`config.mk`:
```
export PLATFORM = sky130hd
export DESIGN_NAME = errq_reader
export DESIGN_NICKNAME = d
export VERILOG_FILES = /design/src/rtl/errq_pkg.sv /design/src/rtl/errq_fifo.sv /design/src/rtl/errq_resp.sv /design/src/rtl/errq_reader.sv
export SDC_FILE = /design/constraint.sdc
export NUM_CORES = 1
export LEC_CHECK = 0
export ABC_AREA = 0
export BUFFER_PORTS_ARGS = -buffer_cell sky130_fd_sc_hd__buf_2
export CAP_MARGIN = 20
export CORE_ASPECT_RATIO = 1.1
export CORE_MARGIN = 2
export CORE_UTILIZATION = 55
export DETAILED_ROUTE_END_ITERATION = 7
export GPL_TIMING_DRIVEN = 0
export HOLD_SLACK_MARGIN = 0.1
export PLACE_DENSITY = 0.68
export SYNTH_ARGS = -nofsm -noshare
export SYNTH_HDL_FRONTEND = slang
export SYNTH_SLANG_ARGS = --single-unit
```
`constraint.sdc`:
```
create_clock -name clk -period 12.2 [get_ports clk]
set_clock_uncertainty 0.05 [all_clocks]
set_input_delay 2.44 -clock clk [delete_from_list [all_inputs] [get_ports clk]]
set_output_delay 2.44 -clock clk [all_outputs]
set_load 0.05 [all_outputs]
```
`src/rtl/errq_pkg.sv`:
```
package errq_pkg;
  localparam int unsigned WORD_W = 32;

  typedef struct packed {
    logic [WORD_W-1:0] loc;
    logic [WORD_W-1:0] data;
  } err_rec_t;

  typedef enum logic [1:0] {
    RS_IDLE,
    RS_COUNT,
    RS_LOC,
    RS_DATA
  } rsp_state_e;
endpackage

```
`src/rtl/errq_fifo.sv`:
```
module errq_fifo
  import errq_pkg::*;
#(
  parameter int unsigned DEPTH = 16,
  parameter int unsigned CNT_W = $clog2(DEPTH + 1)
) (
  input  logic             clk,
  input  logic             rst_n,
  input  logic             wr_en,
  input  err_rec_t         wr_rec,
  input  logic             rd_en,
  output err_rec_t         rd_rec,
  output logic [CNT_W-1:0] occ,
  output logic             ovf
);
  localparam int unsigned PTR_W = (DEPTH > 1) ? $clog2(DEPTH) : 1;
  localparam logic [PTR_W-1:0] LAST_IDX = PTR_W'(DEPTH - 1);
  localparam logic [CNT_W-1:0] FULL_CNT = CNT_W'(DEPTH);

  err_rec_t         store [DEPTH];
  logic [PTR_W-1:0] wr_ptr_q, wr_ptr_d;
  logic [PTR_W-1:0] rd_ptr_q, rd_ptr_d;
  logic [CNT_W-1:0] occ_q, occ_d;
  logic             ovf_q, ovf_d;
  logic             full, wr_take, rd_take;

  function automatic logic [PTR_W-1:0] bump(input logic [PTR_W-1:0] p);
    return (p == LAST_IDX) ? '0 : p + 1'b1;
  endfunction

  // next-state logic
  always_comb begin
    full     = (occ_q == FULL_CNT);
    rd_take  = rd_en && (occ_q != '0);
    // a pop in the same cycle frees the slot a full queue needs
    wr_take  = wr_en && (!full || rd_take);
    wr_ptr_d = wr_take ? bump(wr_ptr_q) : wr_ptr_q;
    rd_ptr_d = rd_take ? bump(rd_ptr_q) : rd_ptr_q;
    case ({wr_take, rd_take})
      2'b10:   occ_d = occ_q + CNT_W'(1);
      2'b01:   occ_d = occ_q - CNT_W'(1);
      default: occ_d = occ_q;
    endcase
    ovf_d = ovf_q || (wr_en && !wr_take);
  end

  // control registers
  always_ff @(posedge clk or negedge rst_n) begin
    if (!rst_n) begin
      wr_ptr_q <= '0;
      rd_ptr_q <= '0;
      occ_q    <= '0;
      ovf_q    <= 1'b0;
    end else begin
      wr_ptr_q <= wr_ptr_d;
      rd_ptr_q <= rd_ptr_d;
      occ_q    <= occ_d;
      ovf_q    <= ovf_d;
    end
  end

  // record storage, write-enabled, not reset
  always_ff @(posedge clk) begin
    if (wr_take) begin
      store[wr_ptr_q] <= wr_rec;
    end
  end

  assign rd_rec = store[rd_ptr_q];
  assign occ    = occ_q;
  assign ovf    = ovf_q;
endmodule

```
`src/rtl/errq_resp.sv`:
```
module errq_resp
  import errq_pkg::*;
#(
  parameter int unsigned           CMD_W    = 8,
  parameter logic [CMD_W-1:0]      CMD_CODE = 8'h3C,
  parameter int unsigned           CNT_W    = 5
) (
  input  logic              clk,
  input  logic              rst_n,
  input  logic              cmd_valid,
  input  logic [CMD_W-1:0]  cmd_code,
  output logic              cmd_ready,
  input  logic [CNT_W-1:0]  occ,
  input  err_rec_t          head,
  output logic              pop,
  output logic              rsp_valid,
  output logic [WORD_W-1:0] rsp_data,
  output logic              rsp_last,
  input  logic              rsp_ready
);
  rsp_state_e        state_q, state_d;
  logic [WORD_W-1:0] cnt_q, cnt_d;
  err_rec_t          rec_q, rec_d;
  logic              load_en;
  logic              cmd_fire, read_fire;

  // next-state logic
  always_comb begin
    cmd_ready = (state_q == RS_IDLE);
    cmd_fire  = cmd_valid && cmd_ready;
    read_fire = cmd_fire && (cmd_code == CMD_CODE);
    pop       = read_fire && (occ != '0);
    load_en   = read_fire;
    cnt_d     = {{(WORD_W-CNT_W){1'b0}}, occ};
    rec_d     = head;
    state_d   = state_q;
    case (state_q)
      RS_IDLE:  if (read_fire) state_d = RS_COUNT;
      RS_COUNT: if (rsp_ready) state_d = (cnt_q == '0) ? RS_IDLE : RS_LOC;
      RS_LOC:   if (rsp_ready) state_d = RS_DATA;
      RS_DATA:  if (rsp_ready) state_d = RS_IDLE;
      default:  state_d = RS_IDLE;
    endcase
  end

  // registers
  always_ff @(posedge clk or negedge rst_n) begin
    if (!rst_n) begin
      state_q <= RS_IDLE;
      cnt_q   <= '0;
      rec_q   <= '0;
    end else begin
      state_q <= state_d;
      if (load_en) begin
        cnt_q <= cnt_d;
        rec_q <= rec_d;
      end
    end
  end

  // output mux
  always_comb begin
    rsp_valid = (state_q != RS_IDLE);
    case (state_q)
      RS_COUNT: rsp_data = cnt_q;
      RS_LOC:   rsp_data = rec_q.loc;
      RS_DATA:  rsp_data = rec_q.data;
      default:  rsp_data = '0;
    endcase
    rsp_last = ((state_q == RS_COUNT) && (cnt_q == '0)) || (state_q == RS_DATA);
  end
endmodule

```
`src/rtl/errq_reader.sv`:
```
module errq_reader
  import errq_pkg::*;
#(
  parameter int unsigned      DEPTH    = 16,
  parameter int unsigned      CMD_W    = 8,
  parameter logic [CMD_W-1:0] CMD_CODE = 8'h3C
) (
  input  logic              clk,
  input  logic              rst_n,
  input  logic              push_valid,
  input  logic [WORD_W-1:0] push_loc,
  input  logic [WORD_W-1:0] push_data,
  input  logic              cmd_valid,
  input  logic [CMD_W-1:0]  cmd_code,
  output logic              cmd_ready,
  output logic              rsp_valid,
  output logic [WORD_W-1:0] rsp_data,
  output logic              rsp_last,
  input  logic              rsp_ready,
  output logic              err_flag,
  output logic              overflow
);
  localparam int unsigned CNT_W = $clog2(DEPTH + 1);

  err_rec_t         push_rec;
  err_rec_t         head_rec;
  logic [CNT_W-1:0] occ;
  logic             pop;

  assign push_rec = '{loc: push_loc, data: push_data};

  errq_fifo #(
    .DEPTH (DEPTH),
    .CNT_W (CNT_W)
  ) u_fifo (
    .clk    (clk),
    .rst_n  (rst_n),
    .wr_en  (push_valid),
    .wr_rec (push_rec),
    .rd_en  (pop),
    .rd_rec (head_rec),
    .occ    (occ),
    .ovf    (overflow)
  );

  errq_resp #(
    .CMD_W    (CMD_W),
    .CMD_CODE (CMD_CODE),
    .CNT_W    (CNT_W)
  ) u_resp (
    .clk       (clk),
    .rst_n     (rst_n),
    .cmd_valid (cmd_valid),
    .cmd_code  (cmd_code),
    .cmd_ready (cmd_ready),
    .occ       (occ),
    .head      (head_rec),
    .pop       (pop),
    .rsp_valid (rsp_valid),
    .rsp_data  (rsp_data),
    .rsp_last  (rsp_last),
    .rsp_ready (rsp_ready)
  );

  assign err_flag = (occ != '0);
endmodule

```
=== Yosys cells after proc, flatten, opt, wreduce, memory -nomap -nowiden ===
Memory sizes are Yosys's and may differ from the RTL's. A register that Yosys moved wholly into a read port is not among the register bits.
Index checks and enable logic that the tools add are counted.

* Equal/unequal tests: 13
* Add/subtract/negate cells: 4
* Reductions and logical operators: 19
* Multiplexer cells: 12

{| class="wikitable"
|+ Operators with widths
! cell !! count
|-
| 32-bit one-hot mux with 3 select lines || 1
|-
| 32-bit zero test || 1
|-
| 2-bit two-way mux || 5
|-
| 5-bit one-hot mux with 2 select lines || 1
|-
| 4-bit by 1-bit adder with 4-bit output, second input constant || 2
|-
| 4-bit == test, second input constant || 2
|-
| 8-bit by 6-bit == test with 1-bit output, second input constant || 1
|-
| 4-bit two-way mux || 2
|-
| 2-bit one-hot mux with 4 select lines || 1
|-
| 1-bit logical AND || 7
|-
| 2-bit == test, second input constant || 3
|-
| 2-bit inequality test, second input constant || 3
|-
| 5-bit by 1-bit adder with 5-bit output, second input constant || 1
|-
| 5-bit == test, second input constant || 1
|-
| 5-bit nonzero test || 1
|-
| 5-bit by 1-bit subtractor with 5-bit output, second input constant || 1
|-
| 2-bit by 1-bit == test with 1-bit output, second input constant || 2
|-
| 4-bit AND reduction || 1
|-
| 2-bit nonzero test || 2
|-
| 1-bit zero test || 3
|-
| 1-bit logical OR || 3
|-
| 2-bit zero test || 1
|-
| 1-bit two-way mux || 2
|-
| 2-bit by 1-bit inequality test with 1-bit output, second input constant || 1
|}

* Bits of input ports: 77
* Output and inout bits: 37
* Bits in registers: 21
* Memories: 1
* Memory bits (writable): 1024
* Logic and storage cells: 55

{| class="wikitable"
|+ Memories
! memory !! words !! width !! read ports !! clocked after Yosys merged registers in !! write ports !! RTL line !! RTL
|-
| u_fifo.store || 16 || 64 || 1 || 1 || 1 || errq_fifo.sv:20 || <nowiki>err_rec_t store [DEPTH];</nowiki>
|}

=== Logic depth before layout (Yosys ltp) ===
* Word-level depth: 10
* Mapped depth: 12

=== By module ===
From an unflattened synthesis, not the netlist that was laid out.

* Cell total of the unflattened synthesis: 2105
* Area, all modules: 43683.1 um^2

{| class="wikitable"
|+ Modules (own cells, without submodules)
! module !! area an instance (um^2) !! cells each !! instances
|-
| errq_fifo || 40063.4 || 1864 || 1
|-
| errq_resp || 3607.2 || 238 || 1
|-
| errq_reader || 12.5 || 3 || 1
|}

=== Least setup slack after synthesis ===
OpenSTA, ideal clock, no wires.

* Path kind: input -> register
* From: input port cmd_code[1]
* To: memory u_fifo.store[0][0] in the netlist's numbering (enable)
* Path buffers: 1
* Required time: 11.484 ns
* Setup slack: 1.670 ns
* Cell stages on the path: 5
* Setup time: 0.666 ns
* Arrival time: 9.814 ns
* Cells stage by stage: nor3b_1 and3_1 buf_4 o21ai_2 nor4b_1

* Longest elaborated chain between the ends: 8

{| class="wikitable"
|+ Ends and longest elaborated chain
! item !! RTL line !! RTL
|-
| start: declaration || errq_reader.sv:14 || <nowiki>input logic [CMD_W-1:0] cmd_code,</nowiki>
|-
| 8-bit by 6-bit == test with 1-bit output || errq_resp.sv:31 || <nowiki>read_fire = cmd_fire && (cmd_code == CMD_CODE);</nowiki>
|-
| 1-bit logical AND || errq_resp.sv:31 ||
|-
| 1-bit logical AND || errq_resp.sv:32 || <nowiki>pop = read_fire && (occ != '0);</nowiki>
|-
| 1-bit logical AND || errq_fifo.sv:34 || <nowiki>rd_take = rd_en && (occ_q != '0);</nowiki>
|-
| 1-bit logical OR || errq_fifo.sv:36 || <nowiki>wr_take = wr_en && (!full || rd_take);</nowiki>
|-
| 1-bit logical AND || errq_fifo.sv:36 ||
|-
| 1-bit two-way mux || errq_fifo.sv:64 || <nowiki>if (wr_take) begin</nowiki>
|-
| 1-bit two-way mux (not written as such) || errq_fifo.sv:65 || <nowiki>store[wr_ptr_q] <= wr_rec;</nowiki>
|-
| end: declaration || errq_fifo.sv:20 ||
|}

Every way passes these cells.

=== Worst setup path after layout ===
* From: register u_resp.state_q[0]
* To: output port rsp_data[24]

* Longest elaborated chain between the ends: 2
* Elaborated cells on any way between the ends: 4
* Those cells by class: 3 x eq/ne; 1 x mux

{| class="wikitable"
|+ Ends and longest elaborated chain
! item !! RTL line !! RTL
|-
| start: declaration || errq_resp.sv:21 || <nowiki>rsp_state_e state_q, state_d;</nowiki>
|-
| start signal: assignment || errq_resp.sv:53 || <nowiki>state_q <= state_d;</nowiki>
|-
| 2-bit == test or 2-bit by 1-bit == test with 1-bit output (tied branches) || errq_resp.sv:64 || <nowiki>case (state_q)</nowiki>
|-
| 32-bit one-hot mux with 3 select lines * || errq_resp.sv:64 ||
|-
| end: declaration || errq_reader.sv:17 || <nowiki>output logic [WORD_W-1:0] rsp_data,</nowiki>
|}

Mark *: on every way between the ends. The rest lies on a longest branch, timed or not.

==> qor.txt <==
Headroom to the max-slew limit = 0.317
NumNets Final = 2282
Remaining global-route overflow = 0
Post-synth EDFFs = 1024
DRT Pass-1 Iters = 5
Required time of the worst setup path = 9710 ps
CTS resizes = 0
Syn Std Cell Area = 42700 sq um
Min Hold Slack = 476 ps
Setup Viol. Count Final = 0
Port buffer count = 112
Initial Utilization = 0.553
FF-to-FF End = u_fifo.store[0][35]
R2R Setup Slk = 8260 ps
R2R cell count = 10
Remaining antenna violation count = 0
I/O pins = 114
Gp weighted congestion = 0.802
Fmax = 180 MHz
Min-Delay Endpoint = u_resp.rec_q[42]
Residual DRC = 0
Final Cycle Share = 0.456
Post-synth ARST share = 0.0766
CTS Sinks = 1109
Leak pwr = 15.7 nW
GRT Overall Usage = 0.251
Initial DRC count = 2172
PD cells = 176 nW/um^2
H-tree depth reported by CTS = 3
Final min period = 5560 ps
Pin slew with the least headroom to its limit = 1020 ps
Vias/cell = 6.17
Largest net degree at the start of global routing = 53
Critical Path Start Type = flop
HP Start = u_resp.rec_q[42]
Hold path cells = 2
Final instance area = 48900 sq um
Peak VDD IR = 126 uV
Synthesis warning total = 0
Status = completed
Hold crit path type = flop to flop
DR top layer = met5
Max Cap Viol = 0
TritonCTS Buffers = 107
Hold Vio Cnt, Final = 0
CTS Root Cell = clkbuf_16
Number of distinct library cells after synthesis = 53
Clock-pin slew on the worst setup and hold paths = 60 ps
First-pass GRT wire length = 144 mm
Seq cells post-synth = 1109
Initial antenna violation count = 14
Syn Area/Cell = 22.3 sq um
Post-Place Cell Area = 45400 sq um
DR WL met3 = 8.61 mm
Vias in the first global route = 21.2k
Total number of vias = 20.5k
Met2 WL = 48.5 mm
Data arrival, critical path = 3070 ps
Detailed-placement wirelength estimate = 64.2 mm
Synthesized netlist cell count = 1917
Pwr Total = 8.59 mW
Type of destination of the critical path = output pin
Post-Syn Nets = 2003
Setup CP Type = flop to output pin
Top_reg_cell synth = edfxtp_1
Clk_lat worst skew = 670 ps
RSZ-0062 raised after global routing = no
Core ar. = 77200 sq um
P&R area growth vs syn = 14.4%
Slack of the critical path = 6640 ps
DR WL/cell = 29.7 um
Die Y-Extent = 296 um
Sequential area share after synthesis = 0.769
Place WS = 6110 ps
FP Rows = 107
Worst-path maximum fanout = 10
Setup Buffers After CTS = 0
Layout cell share with drive strength beyond 1 = 0.321
Max-slew violations = 0
CTS tree = yes
Cts hold-fix bufs = 0
Die ar. = 80000 sq um
Met1 WL = 39.3 mm
Final wirelength = 98.8 mm
Clock buffer depth = 3
Die Span X = 270 um
[critical path, stage by stage, from the launching register on]
cell and delay (ps):
dfrtp_1 420, buf_1 560, buf_2 440, mux2i_1 120
nor2b_1 480, buf_2 370
[metal layers]
metal / vias up / track usage
met3: 137 / 0.0679
met1: 10974 / 0.339
met4: 12 / 0.0741
li1: 8625 / -
met2: 780 / 0.408
met5: - / 0
[cell usage after synthesis (3+ instances only)]
cell type / instances / share of area
buf_6: 8 / 0.0021
edfxtp_1: 1024 / 0.72
nor4b_1: 4 / 0.00082
ha_1: 8 / 0.0023
and2_1: 8 / 0.0012
inv_1: 7 / 0.00061
nor2b_1: 29 / 0.0042
and3_1: 6 / 0.00088
buf_4: 14 / 0.0025
buf_1: 18 / 0.0016
a22oi_1: 64 / 0.011
mux4_2: 256 / 0.13
mux2i_1: 92 / 0.022
nand2_1: 19 / 0.0017
dfrtp_1: 85 / 0.050
a21o_1: 3 / 0.00053
o21ai_0: 3 / 0.00035
mux2_2: 70 / 0.018
nand3_1: 8 / 0.00094
a22o_1: 5 / 0.0010
clkbuf_1: 39 / 0.0034
xnor2_1: 4 / 0.00082
a21oi_1: 6 / 0.00070
nor2_1: 8 / 0.00070
o21ai_1: 67 / 0.0078
buf_2: 29 / 0.0034
[per-stage QoR]
step           TNS [ps]  utilization  cells
6_report              0        0.633   3327
3_5_place_dp          0        0.588   3122
2_1_floorplan         0            -   1917
4_1_cts               0        0.633   3325
3_3_place_gp   -1531470        0.577   3064
5_1_grt               0        0.633   3325
[area by class of cell]
type / count / area (sq um)
Clock inverter: 63 / 588
Tap cell: 1035 / 1290
Timing Repair Buffer: 170 / 1280
Buffer: 108 / 554
Inverter: 8 / 30.0
Fill cell: 5198 / 28300
Sequential cell: 1109 / 32900
Multi-Input combinational cell: 692 / 9360
Clock buffer: 140 / 2940
Antenna cell: 2 / 5.00
[layout by cell type (no fill, tap or decap), types with 19 or more instances in the layout]
cell	instances
clkinv_2	24
nor2b_1	29
o21ai_1	67
edfxtp_1	1024
a22oi_1	64
dfrtp_1	85
clkbuf_16	110
buf_4	54
mux4_2	256
nand2_1	19
clkbuf_1	62
buf_2	140
mux2_2	70
mux2i_1	92
[report_power, final]
group	internal [mW]	switching [mW]	leakage (nW)	total (mW)
sequential	4.48	0.0970	10.4	4.58
clock	1.89	1.39	1.72	3.28
combinational	0.255	0.479	3.57	0.734
[cells by family after synthesis]
logic type / count (synthesis) / share of synthesized area
fa+ha+maj: 9 / 0.00281
xor+xnor: 4 / 0.000819
compound gates: 164 / 0.0249
simple gates: 96 / 0.0136
mux: 419 / 0.175
buf+inv: 116 / 0.0137
flops: 1109 / 0.769
[registers in the layout (all words and copies together), names as in the netlist, named ones only]
register and count:
u_resp.rec_q 64, u_fifo.rd_ptr_q 4, u_fifo.ovf 1, u_resp.state_q 1, u_fifo.occ 5, u_fifo.wr_ptr_q 4
u_resp.cnt_q 5, u_fifo.store 1024
[worst max-delay path by stage]
stage	startpoint	to	slack, ps	cells past startpoint
final	u_resp.state_q[0]	rsp_data[24]	6640	5
after CTS	u_resp.state_q[0]	rsp_data[24]	6730	5
after floorplan	cmd_code[1]	u_fifo.store[0][0]	1670	5
after global routing	u_resp.state_q[0]	rsp_data[24]	6510	5
after detailed placement	cmd_code[1]	u_fifo.store[0][36]	6110	10
after global placement	cmd_code[1]	u_fifo.store[0][34]	-6220	6
(Power assumes the default switching activity.)
